[src/rtl/uart_irq_pkg.sv]
// Package: shared bit positions and helpers for the channel interrupt status.
// Assumes the status byte layout is fixed and is decoded by the software driver.
package uart_irq_pkg;
    localparam int B_COS  = 7;
    localparam int B_WDOG = 6;
    localparam int B_ADDR = 5;
    localparam int B_XON  = 4;
    localparam int B_RSVD = 3;
    localparam int B_BRK  = 2;
    localparam int B_RXS  = 1;
    localparam int B_TXS  = 0;

    localparam int N_STICKY = 5;

    typedef enum logic [1:0] {
        TRIG_A = 2'b00,
        TRIG_B = 2'b01,
        TRIG_C = 2'b10,
        TRIG_D = 2'b11
    } trig_e;

    // Maps a sticky slot index to its status bit position.
    function automatic int sticky_pos(input int k);
        case (k)
            0:       return B_BRK;
            1:       return B_XON;
            2:       return B_ADDR;
            3:       return B_WDOG;
            default: return B_COS;
        endcase
    endfunction
endpackage

[src/rtl/uart_irq_sticky.sv]
// Module: one sticky status flag.
// Sets on a one-cycle pulse and clears on a strobe. A set in the same cycle
// as a clear wins. Assumes a synchronous active-low reset.
module uart_irq_sticky (
    input  logic clk,
    input  logic rst_n,
    input  logic set_i,
    input  logic clr_i,
    output logic flag_o
);
    // Holds the flag, giving set priority over clear.
    always_ff @(posedge clk) begin
        if (!rst_n)     flag_o <= 1'b0;
        else if (set_i) flag_o <= 1'b1;
        else if (clr_i) flag_o <= 1'b0;
    end
endmodule

[src/rtl/uart_irq_fifo_svc.sv]
// Module: receive and transmit FIFO service indications.
// Compares fill levels against trigger points chosen by the 2-bit selects.
// Assumes DEPTH is a multiple of 4 and that levels never exceed DEPTH.
module uart_irq_fifo_svc
    import uart_irq_pkg::*;
#(
    parameter int DEPTH = 16,
    parameter int LVL_W = $clog2(DEPTH + 1)
) (
    input  logic [LVL_W-1:0] rx_level,
    input  logic [LVL_W-1:0] tx_level,
    input  logic [1:0]       rx_trig,
    input  logic [1:0]       tx_trig,
    output logic             rx_svc,
    output logic             tx_svc
);
    localparam logic [LVL_W-1:0] L_FULL = LVL_W'(DEPTH);
    localparam logic [LVL_W-1:0] L_HALF = LVL_W'(DEPTH / 2);
    localparam logic [LVL_W-1:0] L_3Q   = LVL_W'((3 * DEPTH) / 4);
    localparam logic [LVL_W-1:0] L_ONE  = LVL_W'(1);

    logic [LVL_W-1:0] rx_thr;
    logic [LVL_W-1:0] tx_need;
    logic [LVL_W-1:0] tx_free;

    // Picks the receive fill threshold.
    always_comb begin
        case (trig_e'(rx_trig))
            TRIG_A:  rx_thr = L_ONE;
            TRIG_B:  rx_thr = L_HALF;
            TRIG_C:  rx_thr = L_3Q;
            default: rx_thr = L_FULL;
        endcase
    end

    // Picks the free space the transmitter needs before asking for data.
    always_comb begin
        case (trig_e'(tx_trig))
            TRIG_A:  tx_need = L_FULL;
            TRIG_B:  tx_need = L_HALF;
            TRIG_C:  tx_need = L_3Q;
            default: tx_need = L_ONE;
        endcase
    end

    assign tx_free = L_FULL - tx_level;
    assign rx_svc  = (rx_level >= rx_thr);
    assign tx_svc  = (tx_free >= tx_need);
endmodule

[src/rtl/uart_irq_status.sv]
// Module: per-channel interrupt status, mask and request.
// Gathers five sticky event flags and two live FIFO service bits into a
// status byte, masks it to form the pending vector and the active-low
// request, and presents raw or masked status on the read port.
// Assumes the event and strobe inputs are single-cycle pulses.
module uart_irq_status
    import uart_irq_pkg::*;
#(
    parameter int DEPTH = 16,
    parameter int LVL_W = $clog2(DEPTH + 1)
) (
    input  logic             clk,
    input  logic             rst_n,
    input  logic             cos_event,
    input  logic             wdog_expire,
    input  logic             addr_event,
    input  logic             xon_event,
    input  logic             brk_edge,
    input  logic             port_rd,
    input  logic             rx_fifo_evt,
    input  logic             addr_clr,
    input  logic             xon_stat_rd,
    input  logic             brk_clr,
    input  logic [LVL_W-1:0] rx_level,
    input  logic [LVL_W-1:0] tx_level,
    input  logic [1:0]       rx_trig,
    input  logic [1:0]       tx_trig,
    input  logic [7:0]       irq_mask,
    input  logic             rd_masked,
    output logic [7:0]       status_rd,
    output logic [7:0]       pending,
    output logic             irq_n
);
    logic [N_STICKY-1:0] set_v;
    logic [N_STICKY-1:0] clr_v;
    logic [7:0]          stat_q;
    logic                rx_svc;
    logic                tx_svc;

    // Slot order follows uart_irq_pkg::sticky_pos.
    assign set_v = {cos_event, wdog_expire, addr_event, xon_event, brk_edge};
    assign clr_v = {port_rd, rx_fifo_evt, addr_clr, xon_stat_rd, brk_clr};

    for (genvar k = 0; k < N_STICKY; k++) begin : g_sticky
        uart_irq_sticky u_flag (
            .clk    (clk),
            .rst_n  (rst_n),
            .set_i  (set_v[k]),
            .clr_i  (clr_v[k]),
            .flag_o (stat_q[sticky_pos(k)])
        );
    end

    uart_irq_fifo_svc #(.DEPTH(DEPTH), .LVL_W(LVL_W)) u_svc (
        .rx_level (rx_level),
        .tx_level (tx_level),
        .rx_trig  (rx_trig),
        .tx_trig  (tx_trig),
        .rx_svc   (rx_svc),
        .tx_svc   (tx_svc)
    );

    assign stat_q[B_RSVD] = 1'b0;
    assign stat_q[B_RXS]  = rx_svc;
    assign stat_q[B_TXS]  = tx_svc;

    assign pending   = stat_q & irq_mask;
    assign status_rd = rd_masked ? pending : stat_q;
    assign irq_n     = ~|pending;
endmodule

[config.mk]
export PLATFORM = sky130hd
export DESIGN_NAME = uart_irq_status
export DESIGN_NICKNAME = d
export VERILOG_FILES = /design/src/rtl/uart_irq_pkg.sv /design/src/rtl/uart_irq_sticky.sv /design/src/rtl/uart_irq_fifo_svc.sv /design/src/rtl/uart_irq_status.sv
export SDC_FILE = /design/constraint.sdc
export NUM_CORES = 1
export LEC_CHECK = 0
export ABC_AREA = 1
export BUFFER_PORTS_ARGS = -buffer_cell sky130_fd_sc_hd__buf_4
export CAP_MARGIN = 20
export CELL_PAD_IN_SITES_DETAIL_PLACEMENT = 2
export CELL_PAD_IN_SITES_GLOBAL_PLACEMENT = 2
export CORE_UTILIZATION = 19
export CTS_CLUSTER_DIAMETER = 80
export DETAILED_ROUTE_END_ITERATION = 12
export PLACE_DENSITY = 0.76
export SYNTH_ARGS = -nofsm -noshare
export SYNTH_HDL_FRONTEND = slang
export SYNTH_HIERARCHICAL = 1
export SYNTH_SLANG_ARGS = --single-unit
[constraint.sdc]
create_clock -name clk -period 2 [get_ports clk]
set_input_delay 0.1 -clock clk [delete_from_list [all_inputs] [get_ports clk]]
set_output_delay 0.1 -clock clk [all_outputs]
set_load 0.05 [all_outputs]
==> metrics.cfg, run 1 <==
[sta]
period_share_pct = 92.3
max_clock_freq_mhz = 542
final_max_slew_viol_count = 0
fin_skew_ps = 0
final-setup-viol-count = 0
fin_tns_setup_ps = 0
finalCriticalPeriod_ps = 1850
hold_violations = 0

[critical_path]
cp.required_ps = 1900
critical_path_arrival_ps = 1750
slowest_stage = ha_1
rrSetupSlack_ps = 1350
critical-path-max-stage-delay_ps = 300
critPathCaptureType = primary output
worstPathMaxFanout = 3
crit_type = primary input to primary output
cp-start-kind = primary input
path_cells = buf_4 > inv_2 > ha_4 > nand3_1 > nand2_1 > nand2_1 > ha_1 > a21oi_1 > nand3_2 > nand2_2 > nand2_1 > inv_1 > nand2_1 > nor2_2 > buf_6
worst_path_most_repeated_cell = nand2_1

[clocking]
root_buffer = clkbuf_8
clk_pin_slew_ps = 40
clkLatencyLatePin_ps = 210
cts_tree = done
h-tree-depth = 1
clock_path_buffers = 2
numClockSinks = 5
cts-buffers-inserted = 3

[floorplan]
rows = 23
ios = 52
core_um2 = 4000
dieArea_um2 = 4450
fp.dieW_um = 66.7
start_util_pct = 19.9
die_y_um = 66.7

[final_layout]
largestRegisters = g_sticky.u_flag/flag_o: 5 flops
fin_util_pct = 32.2
largest_reg_flops = 5
stdcell_area_um2 = 1290
final_net_count = 238
layout_commonest_cell = inv_1
regMostFlops = g_sticky.u_flag/flag_o
layout_common_cells = 52 x inv_1, 49 x buf_4, 25 x nand2_1, 14 x ha_1
instances_no_fill = 237
drive_gt1_share_pct = 36.9
area_delta_synth_final_pct = 62.0
num_antenna_cells = 0

[route]
routed_wl_mm = 2.69
wl_per_cell_um = 11.4
ant_nets = 0
drt-initial-drc-count = 9
drc = 0
via_per_inst = 4.03
drt_pass1_iterations = 2
num_vias = 956

[placement]
dpl-instance-area_um2 = 1220
place_congestion = 0.708
port-buffer-count = 48
dp_hpwl_mm = 2.44
placedCellCount = 233

[global_route]
grtUsageTotal_pct = 12.6
grt_pass1_vias = 1051
grt_overflow = 0
grt_max_degree = 8
grt_pass1_wl_mm = 4.37
antenna_found_initial = 0

[synth]
synth_area_um2 = 796
synth_seq_area_share_pct = 12.6
ys_ff_latch = 5
synth_warnings = 6
syn_inst = 134
syn_area_per_cell_um2 = 5.94
ys_types = 17

[hold_path]
hold_class = primary input to flip-flop

[power_and_ir_drop]
power_density_nw_per_um2 = 506
ir_drop_v = 0.000312
p_leak_nw = 0.843
total_power_uw = 652

[status]
status = finished, final reports clean

[job]
max-cap-violations = 0

Yosys cell counts:
library cell / instances / area [um^2]
a21oi_1: 2 / 10.0
a21oi_2: 5 / 43.8
buf_4: 2 / 15.0
conb_1: 1 / 3.75
dfxtp_1: 5 / 100
ha_1: 15 / 188
inv_1: 54 / 203
inv_2: 1 / 3.75
nand2_1: 25 / 93.8
nand2_2: 4 / 25.0
nand3_1: 6 / 30.0
nand3_2: 1 / 10.0
nand4_1: 2 / 12.5
nor2_1: 2 / 7.51
nor2_2: 1 / 6.26
o21ai_0: 7 / 35.0
xnor2_1: 1 / 8.76
critical path, delay by kind of cell:
family,cells,cell delay [ps]
and+or+nand+nor,8,600
buffers and inverters,4,390
adders and majority gates,2,450
AOI/OAI and AO/OA,1,200
layer usage:
| metal | track usage (%) | up-vias | routed length [um] |
|---|---|---|---|
| met2 | 26.0 | 26 | 1550 |
| li1 | - | 483 | - |
| met3 | 1.88 | 2 | 154 |
| met5 | 0 | - | 0 |
| met1 | 13.4 | 445 | 985 |
| met4 | 1.60 | 0 | 5 |
final cells by class:
class                   instances  area (um^2)
clock buffers                   4         45.0
repair buffers                 50          379
flip-flops and latches          5          100
multi-input cells              73          495
inverters                      55          206
fillers                       502         2710
well taps                      50         62.6
metrics by stage:
step           worst slack, ps  hold WS (ps)
2_1_floorplan             28.0           222
3_3_place_gp              80.0           353
3_5_place_dp              6.02           363
4_1_cts                   12.4           138
5_1_grt                 -0.428           140
6_report                   154           142
cells by family after synthesis:
kind of cell	Yosys count	share of synthesized area, %
adder cells (fa/ha/maj)	15	23.6
buffers and inverters	57	27.8
AND/OR/NAND/NOR	41	23.3
other	1	0.471
XOR/XNOR	1	1.10
AO/OA/AOI/OAI	14	11.2
flip-flops	5	12.6
worst paths after layout:
| kind | cells after the start | endpoint | from |
|---|---|---|---|
| max | 15 | irq_n | tx_level[0] |
| min | 3 | g_sticky[2].u_flag/flag_o | addr_event |
| max reg2reg | 2 | g_sticky[0].u_flag/flag_o | g_sticky[0].u_flag/flag_o |
| min reg2reg | 2 | g_sticky[3].u_flag/flag_o | g_sticky[3].u_flag/flag_o |
power by group:
part           internal [mW]  switching [mW]  leakage, nW
sequential             0.107         0.00611       0.0418
combinational          0.135           0.221        0.779
clock                  0.137          0.0465       0.0228
total                  0.379           0.274        0.843
repair_timing:
| action | CTS | global route |
|---|---|---|
| gates cloned | 0 | 0 |
| resized for setup | 1 | 5 |
| hold buffers | 0 | 0 |
| setup buffers | 0 | 0 |
| pin swaps | 0 | 1 |
| setup endpoints to repair | 1 | 1 |
(Power assumes the default switching activity.)
==> inputs of run 2 (changes only) <==
--- a/config.mk
+++ b/config.mk
@@ -10,10 +10,11 @@
 export CAP_MARGIN = 20
 export CELL_PAD_IN_SITES_DETAIL_PLACEMENT = 2
 export CELL_PAD_IN_SITES_GLOBAL_PLACEMENT = 2
-export CORE_UTILIZATION = 19
+export CORE_UTILIZATION = 17
 export CTS_CLUSTER_DIAMETER = 80
 export DETAILED_ROUTE_END_ITERATION = 12
-export PLACE_DENSITY = 0.76
+export MAX_ROUTING_LAYER = met4
+export PLACE_DENSITY = 0.71
 export SYNTH_ARGS = -nofsm -noshare
 export SYNTH_HDL_FRONTEND = slang
 export SYNTH_HIERARCHICAL = 1
==> constraint.sdc (replaced) <==
create_clock -name clk -period 1.6 [get_ports clk]
set_input_delay 0.08 -clock clk [delete_from_list [all_inputs] [get_ports clk]]
set_output_delay 0.08 -clock clk [all_outputs]
set_load 0.05 [all_outputs]
==> metrics.cfg, run 2 (synthesis results as in run 1) <==
[status]
status = finished with violations
violations = setup timing

[sta]
fin_ws_ps = -67.8  ; -222 ps
final-setup-viol-count = 2  ; +2
final_max_slew_viol_count = 0  ; unchanged
finalCriticalPeriod_ps = 1670
fin_skew_ps = 0  ; unchanged
rsz0062_at_grt = true
hold_violations = 0  ; unchanged
max_clock_freq_mhz = 600
period_share_pct = 104

[clocking]
h-tree-depth = 1  ; unchanged
clk_pin_slew_ps = 40  ; about the same
ctsHoldBuffers = 0  ; unchanged
cts-buffers-inserted = 3  ; unchanged
clkLatencyLatePin_ps = 230  ; +20 ps
clock_path_buffers = 2  ; unchanged
cts_tree = done
numClockSinks = 5  ; unchanged
root_buffer = clkbuf_8

[final_layout]
stdcell_area_um2 = 1580  ; +23%
area_delta_synth_final_pct = 98.4
layout_commonest_cell = inv_1
layout_common_cells = 43 x inv_1, 41 x buf_4, 19 x nand2_1, 10 x nand2_2
largestRegisters = g_sticky.u_flag/flag_o: 5 flops
num_antenna_cells = 0  ; unchanged
largest_reg_flops = 5  ; unchanged
final_net_count = 243  ; +2.1%
drive_gt1_share_pct = 54.7  ; +18 points
regMostFlops = g_sticky.u_flag/flag_o

[route]
routed_wl_mm = 2.91  ; +8.1%
drt_pass1_iterations = 3  ; +1
ant_nets = 0  ; unchanged
drc = 0  ; unchanged
via_per_inst = 4.06  ; +0.59%
drt-initial-drc-count = 6  ; -3
num_vias = 990  ; +3.6%
wl_per_cell_um = 11.9  ; +5.0%

[power_and_ir_drop]
sw_frac_of_total_pct = 42.2  ; +0.29 points
power_switching_uw = 403  ; +47%
power_density_nw_per_um2 = 605  ; +20%
ir_drop_v = 0.000422  ; +36%
combPwrFrac_pct = 59.6  ; +5.0 points
internal-power_uw = 551  ; +46%
pwr-share-seq_pct = 14.9  ; -2.5 points
p_leak_nw = 0.903  ; +7.1%
clkPwrFrac_pct = 25.6  ; -2.5 points

[floorplan]
die_y_um = 70.4  ; +5.5%
core_um2 = 4410  ; +10%
ios = 52  ; unchanged
rows = 24  ; +4.3%
dieArea_um2 = 4960  ; +11%
start_util_pct = 18.0  ; -1.9 points
fp.dieW_um = 70.4  ; +5.5%

[critical_path]
cp-start-kind = primary input
cp.required_ps = 1520  ; -380 ps
crit_type = primary input to primary output
critPathCaptureType = primary output
worstPathMaxFanout = 3  ; unchanged
critical_path_arrival_ps = 1590  ; -160 ps

[placement]
dp_hpwl_mm = 2.40  ; -1.3%
place_congestion = 0.762  ; +7.6%
pre_cts_ws_ps = -247  ; -253 ps
dpl-instance-area_um2 = 1280  ; +4.6%
port-buffer-count = 48  ; unchanged

[job]
max-cap-violations = 0  ; unchanged

[global_route]
grt_overflow = 0  ; unchanged
grt_max_degree = 8  ; unchanged
antenna_found_initial = 0  ; unchanged
grt_pass1_wl_mm = 4.55  ; +4.1%
grtUsageTotal_pct = 12.1  ; -0.51 points
grt_pass1_vias = 1087  ; +3.4%

[hold_path]
hold_class = primary input to flip-flop

run 2: cell count changes in the layout (fill, tap and decap cells not counted), moves of 4 or more:
cell | before | now
nand2_1 | 25 | 19
inv_2 | 3 | 8
buf_4 | 49 | 41
nand2_2 | 4 | 10
buf_8 | 0 | 7
nand3_2 | 2 | 6
buf_6 | 1 | 6
ha_4 | 1 | 7
ha_1 | 14 | 8
nand3_1 | 5 | 1
inv_1 | 52 | 43
run 2: power groups by stage:
stage	Clock, mW	Combinational [mW]	Sequential [mW]
final	0.244	0.569	0.142
after global routing	0.259	0.616	0.143
after CTS	0.245	0.519	0.142
after detailed placement	0	0.466	0.144
after global placement	0	0.447	0.143
after floorplan	0	0.293	0.141
run 2: worst paths after layout:
check,from,to,slack (ps),depth (start not counted)
setup / recovery,tx_trig[1],irq_n,-70,15
hold / removal,brk_clr,g_sticky[0].u_flag/flag_o,110,4
setup reg to reg,g_sticky[1].u_flag/flag_o,g_sticky[1].u_flag/flag_o,940,2
hold reg to reg,g_sticky[0].u_flag/flag_o,g_sticky[0].u_flag/flag_o,500,2
run 2: cell type report:
class | instances | area [um^2]
inverter | 55 | 226
fill | 537 | 2840
clock buffer | 4 | 45.0
tap | 52 | 65.1
timing repair buffer | 55 | 500
sequential | 5 | 100
multi-input combinational | 73 | 642
run 2: per-stage QoR:
stage | instances | power, mW | hold WS [ps] | setup TNS [ps] | utilization [%]
5_1_grt | 244 | 1.02 | 123 | -594 | 35.8
2_1_floorplan | 135 | 0.434 | 202 | 0 | -
3_3_place_gp | 236 | 0.590 | 333 | -422 | 29.0
6_report | 244 | 0.955 | 106 | -96.1 | 35.8
3_5_place_dp | 236 | 0.610 | 345 | -705 | 29.0
4_1_cts | 242 | 0.907 | 111 | -182 | 32.7
run 2: per-layer routing:
layer  vias up  wire (um)  track usage, %
li1        496          -               -
met1       465       1030            11.7
met2        25       1740            23.8
met3         4        107            1.73
met4         0         31            4.67
met5         -          0               -
run 2: repair_timing:
item	CTS	global route
setup buffers	2	2
gates resized for setup	28	29
endpoints found under the setup margin	5	5
pin swaps	14	19
run 2: worst max-delay path, cell delays in order:
cell	delay (ps)
buf_6	80
inv_1	60
ha_4	250
inv_1	30
ha_1	290
nand2_2	70
inv_2	40
nand2_2	70
nand3_2	90
nand2_2	90
nand2_1	50
inv_1	60
nand2_2	60
nor2_4	110
buf_8	150
==> inputs of run 3 (changes only) <==
--- a/config.mk
+++ b/config.mk
@@ -15,6 +15,7 @@
 export DETAILED_ROUTE_END_ITERATION = 12
 export MAX_ROUTING_LAYER = met4
 export PLACE_DENSITY = 0.71
+export REMOVE_ABC_BUFFERS = 1
 export SYNTH_ARGS = -nofsm -noshare
 export SYNTH_HDL_FRONTEND = slang
 export SYNTH_HIERARCHICAL = 1
==> metrics.cfg, run 3 (synthesis results as in run 1) <==
[sta]
finalCriticalPeriod_ps = 1640  ; -25.0 ps
rsz0062_at_grt = true
fin_tns_setup_ps = -67.1  ; +29.0 ps
period_share_pct = 103  ; -1.6 points
fin_skew_ps = 0  ; unchanged
final_max_slew_viol_count = 0  ; unchanged
max_clock_freq_mhz = 609  ; +1.5%
fin_ws_ps = -42.8  ; +25.0 ps
hold_violations = 0  ; unchanged
final-setup-viol-count = 2  ; unchanged

[global_route]
grt_overflow = 0  ; unchanged
grt_max_degree = 8  ; unchanged
antenna_found_initial = 0  ; unchanged
grtUsageTotal_pct = 12.6  ; +0.49 points
grt_pass1_wl_mm = 4.90  ; +7.6%
grt_pass1_vias = 1175  ; +8.1%

[final_layout]
regMostFlops = g_sticky.u_flag/flag_o
area_delta_synth_final_pct = 89.2
largest_reg_flops = 5  ; unchanged
stdcell_area_um2 = 1510  ; -4.7%
final_net_count = 241  ; -0.82%
layout_commonest_cell = buf_4
n_fill_cell = 517  ; -3.7%
largestRegisters = g_sticky.u_flag/flag_o: 5 flops
drive_gt1_share_pct = 54.2  ; -0.48 points
fin_util_pct = 34.1  ; -1.7 points
layout_common_cells = 44 x buf_4, 42 x inv_1, 20 x nand2_1, 10 x inv_2
num_antenna_cells = 0  ; unchanged

[power_and_ir_drop]
power_switching_uw = 385  ; -4.6%
power_density_nw_per_um2 = 605  ; +0.13%
pwr-share-seq_pct = 15.5  ; +0.6 points
total_power_uw = 911  ; -4.5%
internal-power_uw = 526  ; -4.5%
ir_drop_v = 0.000363  ; -14%
combPwrFrac_pct = 58.9  ; -0.7 points
p_leak_nw = 0.876  ; -3.0%
sw_frac_of_total_pct = 42.2  ; about the same
clkPwrFrac_pct = 25.6  ; about the same

[critical_path]
critPathCaptureType = primary output
rrSetupSlack_ps = 940  ; about the same
critical_path_arrival_ps = 1560  ; -30 ps
critical-path-max-stage-delay_ps = 270  ; -20 ps
cp.required_ps = 1520  ; about the same
slowest_stage = ha_4
path_cells = buf_6 > inv_6 > ha_4 > nand3_2 > nand2_2 > nand2_2 > ha_4 > nand2_2 > inv_2 > nand3_2 > nand3_2 > nand2_2 > buf_4 > o21ai_2 > buf_6
worst_path_most_repeated_cell = nand2_2
cp-start-kind = primary input
crit_type = primary input to primary output
worstPathMaxFanout = 3  ; unchanged

[hold_path]
hold_class = primary input to flip-flop

[clocking]
cts-buffers-inserted = 3  ; unchanged
root_buffer = clkbuf_8
clk_pin_slew_ps = 40  ; about the same
h-tree-depth = 1  ; unchanged
clock_path_buffers = 2  ; unchanged
numClockSinks = 5  ; unchanged
clkLatencyLatePin_ps = 220  ; about the same
cts_tree = done

[route]
wl_per_cell_um = 12.1  ; +1.0%
num_vias = 985  ; -0.51%
routed_wl_mm = 2.92  ; +0.21%
via_per_inst = 4.07  ; +0.32%
ant_nets = 0  ; unchanged
drt_pass1_iterations = 4  ; +1
drc = 0  ; unchanged
drt-initial-drc-count = 18  ; +12

[placement]
port-buffer-count = 48  ; unchanged
pre_cts_ws_ps = -344  ; -97.1 ps
place_congestion = 0.735  ; -3.5%
dpl-instance-area_um2 = 1240  ; -3.0%
dp_hpwl_mm = 2.52  ; +5.1%

[floorplan]
die_y_um = 70.4  ; unchanged
start_util_pct = 18.0  ; unchanged
ios = 52  ; unchanged
core_um2 = 4410  ; unchanged
fp.dieW_um = 70.4  ; unchanged
rows = 24  ; unchanged
dieArea_um2 = 4960  ; unchanged

[job]
max-cap-violations = 0  ; unchanged

[status]
status = finished with violations
violations = setup timing

[run 3: cell types whose count changed in the layout (fill, tap and decap cells not counted), sizes merged]
cell and delta:
buf -2
[run 3: power groups by stage]
stage | Clock, mW | Combinational (mW) | Sequential [mW]
detailed placement | 0 | 0.450 | 0.143
CTS | 0.245 | 0.523 | 0.141
global placement | 0 | 0.427 | 0.142
global route | 0.252 | 0.583 | 0.142
finish | 0.234 | 0.537 | 0.141
floorplan | 0 | 0.267 | 0.141
[run 3: cell type report]
class / instances / area [um^2] / area share, %
Tap cell: 52 / 65.1 / 4.32
Inverter: 55 / 216 / 14.4
Timing Repair Buffer: 53 / 439 / 29.2
Sequential cell: 5 / 100 / 6.65
Clock buffer: 4 / 45.0 / 2.99
Multi-Input combinational cell: 73 / 639 / 42.5
[run 3: per-stage QoR]
step	std cells	hold WS [ps]
final	242	112
after global placement	237	332
after CTS	242	108
after floorplan	133	202
after global routing	242	118
after detailed placement	237	342
[run 3: path summary, 6_finish.rpt]
check	from	endpoint	cells after the start
setup / recovery	tx_level[0]	status_rd[0]	15
hold reg to reg	g_sticky[4].u_flag/flag_o	g_sticky[4].u_flag/flag_o	2
hold / removal	rx_fifo_evt	g_sticky[3].u_flag/flag_o	4
setup reg to reg	g_sticky[1].u_flag/flag_o	g_sticky[1].u_flag/flag_o	2
[run 3: layer usage]
| layer | global-route usage, % | vias to the layer above | part of all wire (%) | wire (um) |
|---|---|---|---|---|
| met5 | - | - | 0 | 0 |
| met4 | 5.56 | 0 | 0.51 | 15 |
| met3 | 0.722 | 2 | 3.8 | 112 |
| met2 | 24.3 | 30 | 56 | 1640 |
| met1 | 12.9 | 461 | 39 | 1150 |
| li1 | - | 492 | - | - |
[run 3: critical path: cells and delay by family]
family                   cells  cell delay (ps)
AO/OA/AOI/OAI                1               60
AND/OR/NAND/NOR              7              470
adder cells (fa/ha/maj)      2              420
buffers and inverters        5              510
[run 3: timing repair]
action                                  in CTS  in global routing
hold buffers                                 0                  0
buffers inserted                             1                  0
gates resized for setup                     43                 13
pin swaps                                   18                  9
endpoints found under the setup margin       5                  5
